## config.mk

```make
export PLATFORM = sky130hd
export DESIGN_NAME = seg_perm_state
export DESIGN_NICKNAME = d
export VERILOG_FILES = /design/src/rtl/seg_perm_pkg.sv /design/src/rtl/seg_perm_state.sv
export SDC_FILE = /design/constraint.sdc
export NUM_CORES = 1
export LEC_CHECK = 0
export BUFFER_PORTS_ARGS = -buffer_cell sky130_fd_sc_hd__buf_2
export CAP_MARGIN = 10
export CORE_MARGIN = 2
export CORE_UTILIZATION = 39
export CTS_CLUSTER_SIZE = 30
export DETAILED_ROUTE_END_ITERATION = 7
export PLACE_DENSITY = 0.79
export SLEW_MARGIN = 20
export SYNTH_ARGS = -nofsm -noshare
export SYNTH_HDL_FRONTEND = slang
export SYNTH_SLANG_ARGS = --single-unit
```

## constraint.sdc

```tcl
create_clock -name clk_i -period 0.8 [get_ports clk_i]
set_input_delay 0.16 -clock clk_i [delete_from_list [all_inputs] [get_ports clk_i]]
set_output_delay 0.16 -clock clk_i [all_outputs]
set_load 0.05 [all_outputs]
```

## src/rtl/seg_perm_pkg.sv

```systemverilog
package seg_perm_pkg;
  localparam int unsigned NUM_RGN = 4;
  localparam int unsigned NIB_W   = 4;
  localparam int unsigned CFG_W   = NUM_RGN * NIB_W;
  localparam int unsigned BIT_RD  = 0;
  localparam int unsigned BIT_WR  = 1;
  localparam int unsigned BIT_EX  = 2;
  localparam int unsigned BIT_VS  = 3;
  localparam logic [NIB_W-1:0] NIB_RST = 4'h7;
  localparam logic [CFG_W-1:0] PERM_RST = {NUM_RGN{NIB_RST}};

  typedef enum logic [1:0] {
    ACC_READ  = 2'b00,
    ACC_WRITE = 2'b01,
    ACC_FETCH = 2'b10,
    ACC_NONE  = 2'b11
  } acc_type_e;
endpackage

```

## src/rtl/seg_perm_state.sv

```systemverilog
module seg_perm_state
  import seg_perm_pkg::*;
(
  input  logic               clk_i,
  input  logic               rst_ni,
  input  logic               cfg_we_i,
  input  logic               cfg_sel_i,
  input  logic [CFG_W-1:0]   cfg_wdata_i,
  input  logic [NUM_RGN-1:0] hit_i,
  input  logic [NUM_RGN-1:0] vs_i,
  output logic [CFG_W-1:0]   perm_o,
  output logic [NUM_RGN-1:0] flags_o,
  output logic               rst_req_o
);
  logic [CFG_W-1:0]   perm_q;
  logic [NUM_RGN-1:0] flags_q, clr;
  logic               rst_q;

  assign clr = (cfg_we_i && cfg_sel_i) ? cfg_wdata_i[NUM_RGN-1:0] : '0;

  always_ff @(posedge clk_i or negedge rst_ni) begin
    if (!rst_ni) begin
      perm_q  <= PERM_RST;
      flags_q <= '0;
      rst_q   <= 1'b0;
    end else if (rst_q) begin
      perm_q  <= PERM_RST;
      flags_q <= '0;
      rst_q   <= 1'b0;
    end else begin
      if (cfg_we_i && !cfg_sel_i) perm_q <= cfg_wdata_i;
      flags_q <= (flags_q & ~clr) | hit_i;
      rst_q   <= |(hit_i & vs_i);
    end
  end

  assign perm_o    = perm_q;
  assign flags_o   = flags_q;
  assign rst_req_o = rst_q;


  rst_pulse_chk: assert property (@(posedge clk_i) disable iff (!rst_ni)
    rst_q |=> !rst_q);

  soft_rst_chk: assert property (@(posedge clk_i) disable iff (!rst_ni)
    rst_q |=> (perm_q == PERM_RST && flags_q == '0));

  sticky_chk: assert property (@(posedge clk_i) disable iff (!rst_ni)
    !rst_q |=> ((flags_q & $past(flags_q & ~clr)) == $past(flags_q & ~clr)));

  set_wins_chk: assert property (@(posedge clk_i) disable iff (!rst_ni)
    !rst_q |=> ((flags_q & $past(hit_i)) == $past(hit_i)));
endmodule

```

==> impl_metrics.json, run 1 <==
{
  "status": "finished with violations",
  "violations": "setup timing",
  "die_h_um": 52.1,
  "power_density_nw_per_um2": 2250,
  "postLayoutCoreUtil_pct": 71.7,
  "syn_nets": 120,
  "place_ws_ns": -0.129,
  "rsz0062_at_grt": "true",
  "synth_largest_area_cell": "dfstp_2",
  "dpl_cell_area_um2": 1220,
  "clockBufferDepth": 2,
  "hold_start": "cfg_wdata_i[12]",
  "core_um2": 2190,
  "cts.sinks": 21,
  "nFillCells": 179,
  "ios": 49,
  "die_w_um": 52.1,
  "fin_nets": 182,
  "slew_violations": 0,
  "skew_ns": 0.00661,
  "avgViaCountPerCell": 4.85,
  "fp-row-count": 17,
  "peakVddDrop_mv": 1.41,
  "slowest_stage": "dfstp_2",
  "ctsHtreeMaxLevel": 1,
  "hold_viol_final": 0,
  "yosysSeqAreaShare_pct": 59.8,
  "setup_viol": 42,
  "grt_start_max_net_pins": 22,
  "p_int_w": 0.00219,
  "yosysWarnings": 0,
  "path_max_fanout": 2,
  "required_ns": 0.64,
  "path_buf_inv": 1,
  "power_w": 0.00354,
  "grt_pass1_vias": 985,
  "tightest_slew_ns": 0.480,
  "synth_cell_type_count": 13,
  "synth_seq_cells": 21,
  "critPathKind": "flip-flop to primary output",
  "drive_above_1_share_pct": 62.7,
  "synth_top_area_share_pct": 34.9,
  "cp-end-kind": "primary output",
  "grt.total_usage_pct": 19.5,
  "grt_overflow": 0,
  "grt_pass1_wl_um": 3930,
  "seq_area_um2": 552,
  "diodes": 0,
  "first_pass_iters": 4,
  "fmax_mhz": 848,
  "dieArea_um2": 2720,
  "hold_class": "input pin to flip-flop",
  "crit_arrival_ns": 1.02,
  "ant_nets": 0,
  "layout_min_cycle_time_ns": 1.18,
  "clk_pin_slew_ns": 0.12,
  "design_area_um2": 1570,
  "path_cells": "buf_8",
  "crit_path_start": "perm_o[2]$_DFFE_PN1P_",
  "syn-instance-count": 92,
  "p_comb_share_pct": 45.5,
  "syn_area_per_cell_um2": 9.82,
  "totalWireLength_um": 2380,
  "io_buffers": 48,
  "cts-root-buf": "clkbuf_4",
  "startpoint_type": "flip-flop",
  "syn_area_um2": 903,
  "syn2layout_area_growth_pct": 74.0,
  "critPathTopFamily": "flip-flops",
  "fin_ws_ns": -0.379,
  "r2r_start": "rst_req_o$_DFF_PN0_",
  "vias": 877,
  "cellLeakagePower_nw": 0.733,
  "multi_input_area_um2": 374,
  "drv_cap": 0,
  "drt_iter0_drc": 12,
  "cts_buffers": 3,
  "swShare_pct": 38.1,
  "seqPwrFrac_pct": 40.1,
  "hpwlAfterDp_um": 1660,
  "cts_tree": "built",
  "fin_cells": 181,
  "drc_errors": 0,
  "p_switching_w": 0.00135,
  "antenna_found_initial": 0,
  "slowest_delay_ns": 0.57,
  "gp_congestion": 0.698,
  "ys_top_cells_by_area": "dfstp_2, dfrtp_1, nand2_1, nand3b_1, a21oi_1",
  "p_clk_share_pct": 14.5,
  "dp_cells": 171,
  "fin_crit_sh_pct": 147,
  "wl_per_cell_um": 13.1,
  "slew_headroom_pct": 68.0,
  "clk_latency_ns": 0.30,
  "start_util_pct": 41.2
}
-- synthesized netlist by cell type --
cell and count:
nand3_1 4, nor2b_1 1, nor2_1 4, a21oi_1 9, nand3b_1 12, nand2b_1 1, dfstp_2 12, a22oi_1 2
nand2_1 32, dfrtp_1 9, clkbuf_1 2, buf_4 2, buf_6 2
-- kinds of logic (layout without fill, tap and decap cells) --
family	after synthesis	in the layout	share of synthesized area [%]
flip-flops	21	21	59.8
AO/OA/AOI/OAI	11	11	6.65
buffers and inverters	6	67	4.99
AND/OR/NAND/NOR	54	54	28.5
-- metrics by stage --
step           setup TNS (ns)  hold slack [ns]
2_1_floorplan           -2.37           -0.136
3_3_place_gp            -2.06            0.130
3_5_place_dp            -2.41            0.140
4_1_cts                 -9.99           0.0450
5_1_grt                -10.91           0.0612
6_report                -9.61           0.0645
-- placed cells by master, fill, tap and decap left out --
master / n
nand2_1: 32
buf_2: 27
buf_8: 13
nand3b_1: 12
buf_6: 12
dfstp_2: 12
dfrtp_2: 9
buf_4: 8
nand3_1: 4
a21oi_1: 4
nor2_4: 4
a21oi_2: 4
clkbuf_4: 3
a22oi_1: 2
nor2b_1: 1
nand2b_1: 1
a21oi_4: 1
clkinv_2: 1
buf_16: 1
dlygate4sd3_1: 1
buf_12: 1
-- path summary, 6_finish.rpt --
| path | endpoint | slack [ns] | cells past startpoint |
|---|---|---|---|
| setup reg to reg | perm_o[3]$_DFFE_PN0P_ | -0.20 | 4 |
| hold / removal | perm_o[12]$_DFFE_PN1P_ | 0.06 | 3 |
| setup / recovery | perm_o[2] | -0.38 | 1 |
| max in group asynchronous | perm_o[14]$_DFFE_PN1P_ | 0.11 | 2 |
| hold reg to reg | perm_o[9]$_DFFE_PN1P_ | 0.52 | 2 |
| min in group asynchronous | perm_o[15]$_DFFE_PN0P_ | 0.33 | 2 |
-- routing by layer --
layer / wire length, µm / GRT usage (%)
met4: 21 / 7.69
met2: 1280 / 36.9
met3: 160 / 4.31
met1: 912 / 20.8
met5: 0 / 0
-- flip-flops by register name (all words and copies together), names as in the netlist --
name and flops:
rst_req_o 1, perm_o 16, flags_o 4
-- what timing repair did --
action | CTS | global route
hold buffers | 1 | 0
gates cloned | 2 | 0
hold endpoints to repair | 9 | 0
resized for setup | 68 | 7
endpoints found under the setup margin | 39 | 42
setup buffers | 3 | 0
-- power by group through the flow --
stage          clock (W)  combinational, W  sequential, W
2_1_floorplan          0          0.000251        0.00194
3_3_place_gp           0           0.00111        0.00137
3_5_place_dp           0           0.00113        0.00138
4_1_cts         0.000537           0.00157        0.00142
5_1_grt         0.000588           0.00170        0.00144
6_report        0.000512           0.00161        0.00142
-- final cells by class --
| type | instances | share of cell area [%] |
|---|---|---|
| clock buffers | 3 | 1.43 |
| repair buffers | 63 | 37.1 |
| multi-input cells | 65 | 23.8 |
| clock inverters | 1 | 0.318 |
| flip-flops and latches | 21 | 35.1 |
| well taps | 28 | 2.23 |
Power figures use the tool's default switching activity.
==> inputs of run 2 (changes only) <==
--- a/config.mk
+++ b/config.mk
@@ -5,6 +5,7 @@
 export SDC_FILE = /design/constraint.sdc
 export NUM_CORES = 1
 export LEC_CHECK = 0
+export ABC_CLOCK_PERIOD_IN_PS = 800
 export BUFFER_PORTS_ARGS = -buffer_cell sky130_fd_sc_hd__buf_2
 export CAP_MARGIN = 10
 export CORE_MARGIN = 2
@@ -12,6 +13,7 @@
 export CTS_CLUSTER_SIZE = 30
 export DETAILED_ROUTE_END_ITERATION = 7
 export PLACE_DENSITY = 0.79
+export RECOVER_POWER = 50
 export SLEW_MARGIN = 20
 export SYNTH_ARGS = -nofsm -noshare
 export SYNTH_HDL_FRONTEND = slang
==> impl_metrics.json, run 2 (synthesized netlist as in run 1, its figures left out) <==
{
  "path_max_fanout": 2,
  "fin_cells": 181,
  "drc_errors": 0,
  "grt.total_usage_pct": 19.5,
  "dieArea_um2": 2720,
  "ctsHtreeMaxLevel": 1,
  "hold_viol_final": 0,
  "drv_cap": 0,
  "rsz0062_at_grt": "true",
  "cts-root-buf": "clkbuf_4",
  "gp_congestion": 0.698,
  "drt_iter0_drc": 12,
  "required_ns": 0.64,
  "crit_arrival_ns": 1.02,
  "slew_violations": 0,
  "ios": 49,
  "clockBufferDepth": 2,
  "postLayoutCoreUtil_pct": 71.7,
  "fin_ws_ns": -0.379,
  "grt_pass1_wl_um": 3930,
  "cts_buffers": 3,
  "drt-met1-wl_um": 911,
  "ant_nets": 0,
  "totalWireLength_um": 2380,
  "cts_tree": "built",
  "peakVddDrop_mv": 1.41,
  "slowest_stage": "dfstp_2",
  "cts.sinks": 21,
  "slowest_delay_ns": 0.57,
  "die_h_um": 52.1,
  "syn2layout_area_growth_pct": 74.0,
  "drive_above_1_share_pct": 62.7,
  "tightest_slew_ns": 0.534,
  "first_pass_iters": 4,
  "grt_overflow": 0,
  "cp-end-kind": "primary output",
  "startpoint_type": "flip-flop",
  "final_cell_mix": "nand2_1, buf_2, buf_8",
  "dr_wl_met2_um": 1280,
  "grt_start_max_net_pins": 22,
  "fmax_mhz": 848,
  "slew_headroom_pct": 64.4,
  "avgViaCountPerCell": 4.85,
  "antenna_found_initial": 0,
  "met3_length_um": 160,
  "status": "finished with violations",
  "cellLeakagePower_nw": 0.733,
  "final_common_cell": "nand2_1",
  "power_density_nw_per_um2": 2250,
  "die_w_um": 52.1,
  "dpl_cell_area_um2": 1220,
  "fin_nets": 182,
  "path_cells": "buf_8",
  "critPathTopFamily": "flip-flops",
  "core_um2": 2190,
  "design_area_um2": 1570,
  "hold_class": "input pin to flip-flop",
  "dr.max_layer_used": "met4",
  "place_ws_ns": -0.129,
  "start_util_pct": 41.2,
  "diodes": 0,
  "vias": 877,
  "setup_viol": 42,
  "clk_pin_slew_ns": 0.12,
  "path_buf_inv": 1,
  "largest_register_ffs": 16,
  "wl_per_cell_um": 13.1,
  "dp_cells": 171,
  "fp-row-count": 17,
  "layout_min_cycle_time_ns": 1.18,
  "skew_ns": 0.00661,
  "violations": "setup timing",
  "critPathKind": "flip-flop to primary output",
  "hpwlAfterDp_um": 1660,
  "clk_latency_ns": 0.30,
  "grt_pass1_vias": 985,
  "fin_crit_sh_pct": 147,
  "io_buffers": 48
}
run 2: final cells by class:
cell class              count  area, µm²
repair buffers             63        583
clock inverters             1       5.00
fillers                   179        619
multi-input cells          65        374
well taps                  28       35.0
flip-flops and latches     21        552
clock buffers               3       22.5
run 2: power breakdown:
| group | leakage (nW) | internal (W) | total, W | switching [W] |
|---|---|---|---|---|
| Combinational | 0.486 | 0.000714 | 0.00161 | 0.000895 |
| Sequential | 0.230 | 0.00129 | 0.00142 | 0.000128 |
| Clock | 0.0177 | 0.000186 | 0.000512 | 0.000325 |
| Total | 0.733 | 0.00219 | 0.00354 | 0.00135 |
run 2: through the flow:
step	hold slack, ns	total power, W	setup TNS (ns)
CTS	0.0450	0.00352	-9.99
global route	0.0612	0.00372	-11.11
floorplan	-0.136	0.00219	-2.37
global placement	0.130	0.00249	-2.06
finish	0.0645	0.00354	-9.61
detailed placement	0.140	0.00252	-2.41
run 2: path summary, 6_finish.rpt:
path	startpoint	endpoint	slack, ns	cells after the start
max in group asynchronous	rst_ni	flags_o[3]$_DFF_PN0_	0.06	2
min reg2reg	perm_o[9]$_DFFE_PN1P_	perm_o[9]$_DFFE_PN1P_	0.52	2
min in group asynchronous	rst_ni	perm_o[15]$_DFFE_PN0P_	0.35	2
max reg2reg	rst_req_o$_DFF_PN0_	perm_o[3]$_DFFE_PN0P_	-0.20	4
max	perm_o[2]$_DFFE_PN1P_	perm_o[2]	-0.38	1
min	cfg_wdata_i[12]	perm_o[12]$_DFFE_PN1P_	0.06	3
run 2: worst reg2reg max path, stage by stage, from the launching register on:
cell and delay [ns]:
dfrtp_2 0.44, buf_6 0.14, buf_6 0.12, buf_8 0.13, a21oi_4 0.10
run 2: timing repair:
item                                    in CTS  in global routing
endpoints found under the setup margin      39                 42
resized for setup                           68                  7
cloned                                       2                  0
hold endpoints to repair                     9                  0
pin swaps                                    0                  0
hold buffers                                 1                  0
setup buffers                                3                  0
run 2: metal layers:
layer | GRT usage [%] | vias up
met5 | 0 | -
met2 | 36.9 | 36
met3 | 4.31 | 4
met1 | 20.8 | 411
met4 | 7.69 | 0
li1 | - | 426
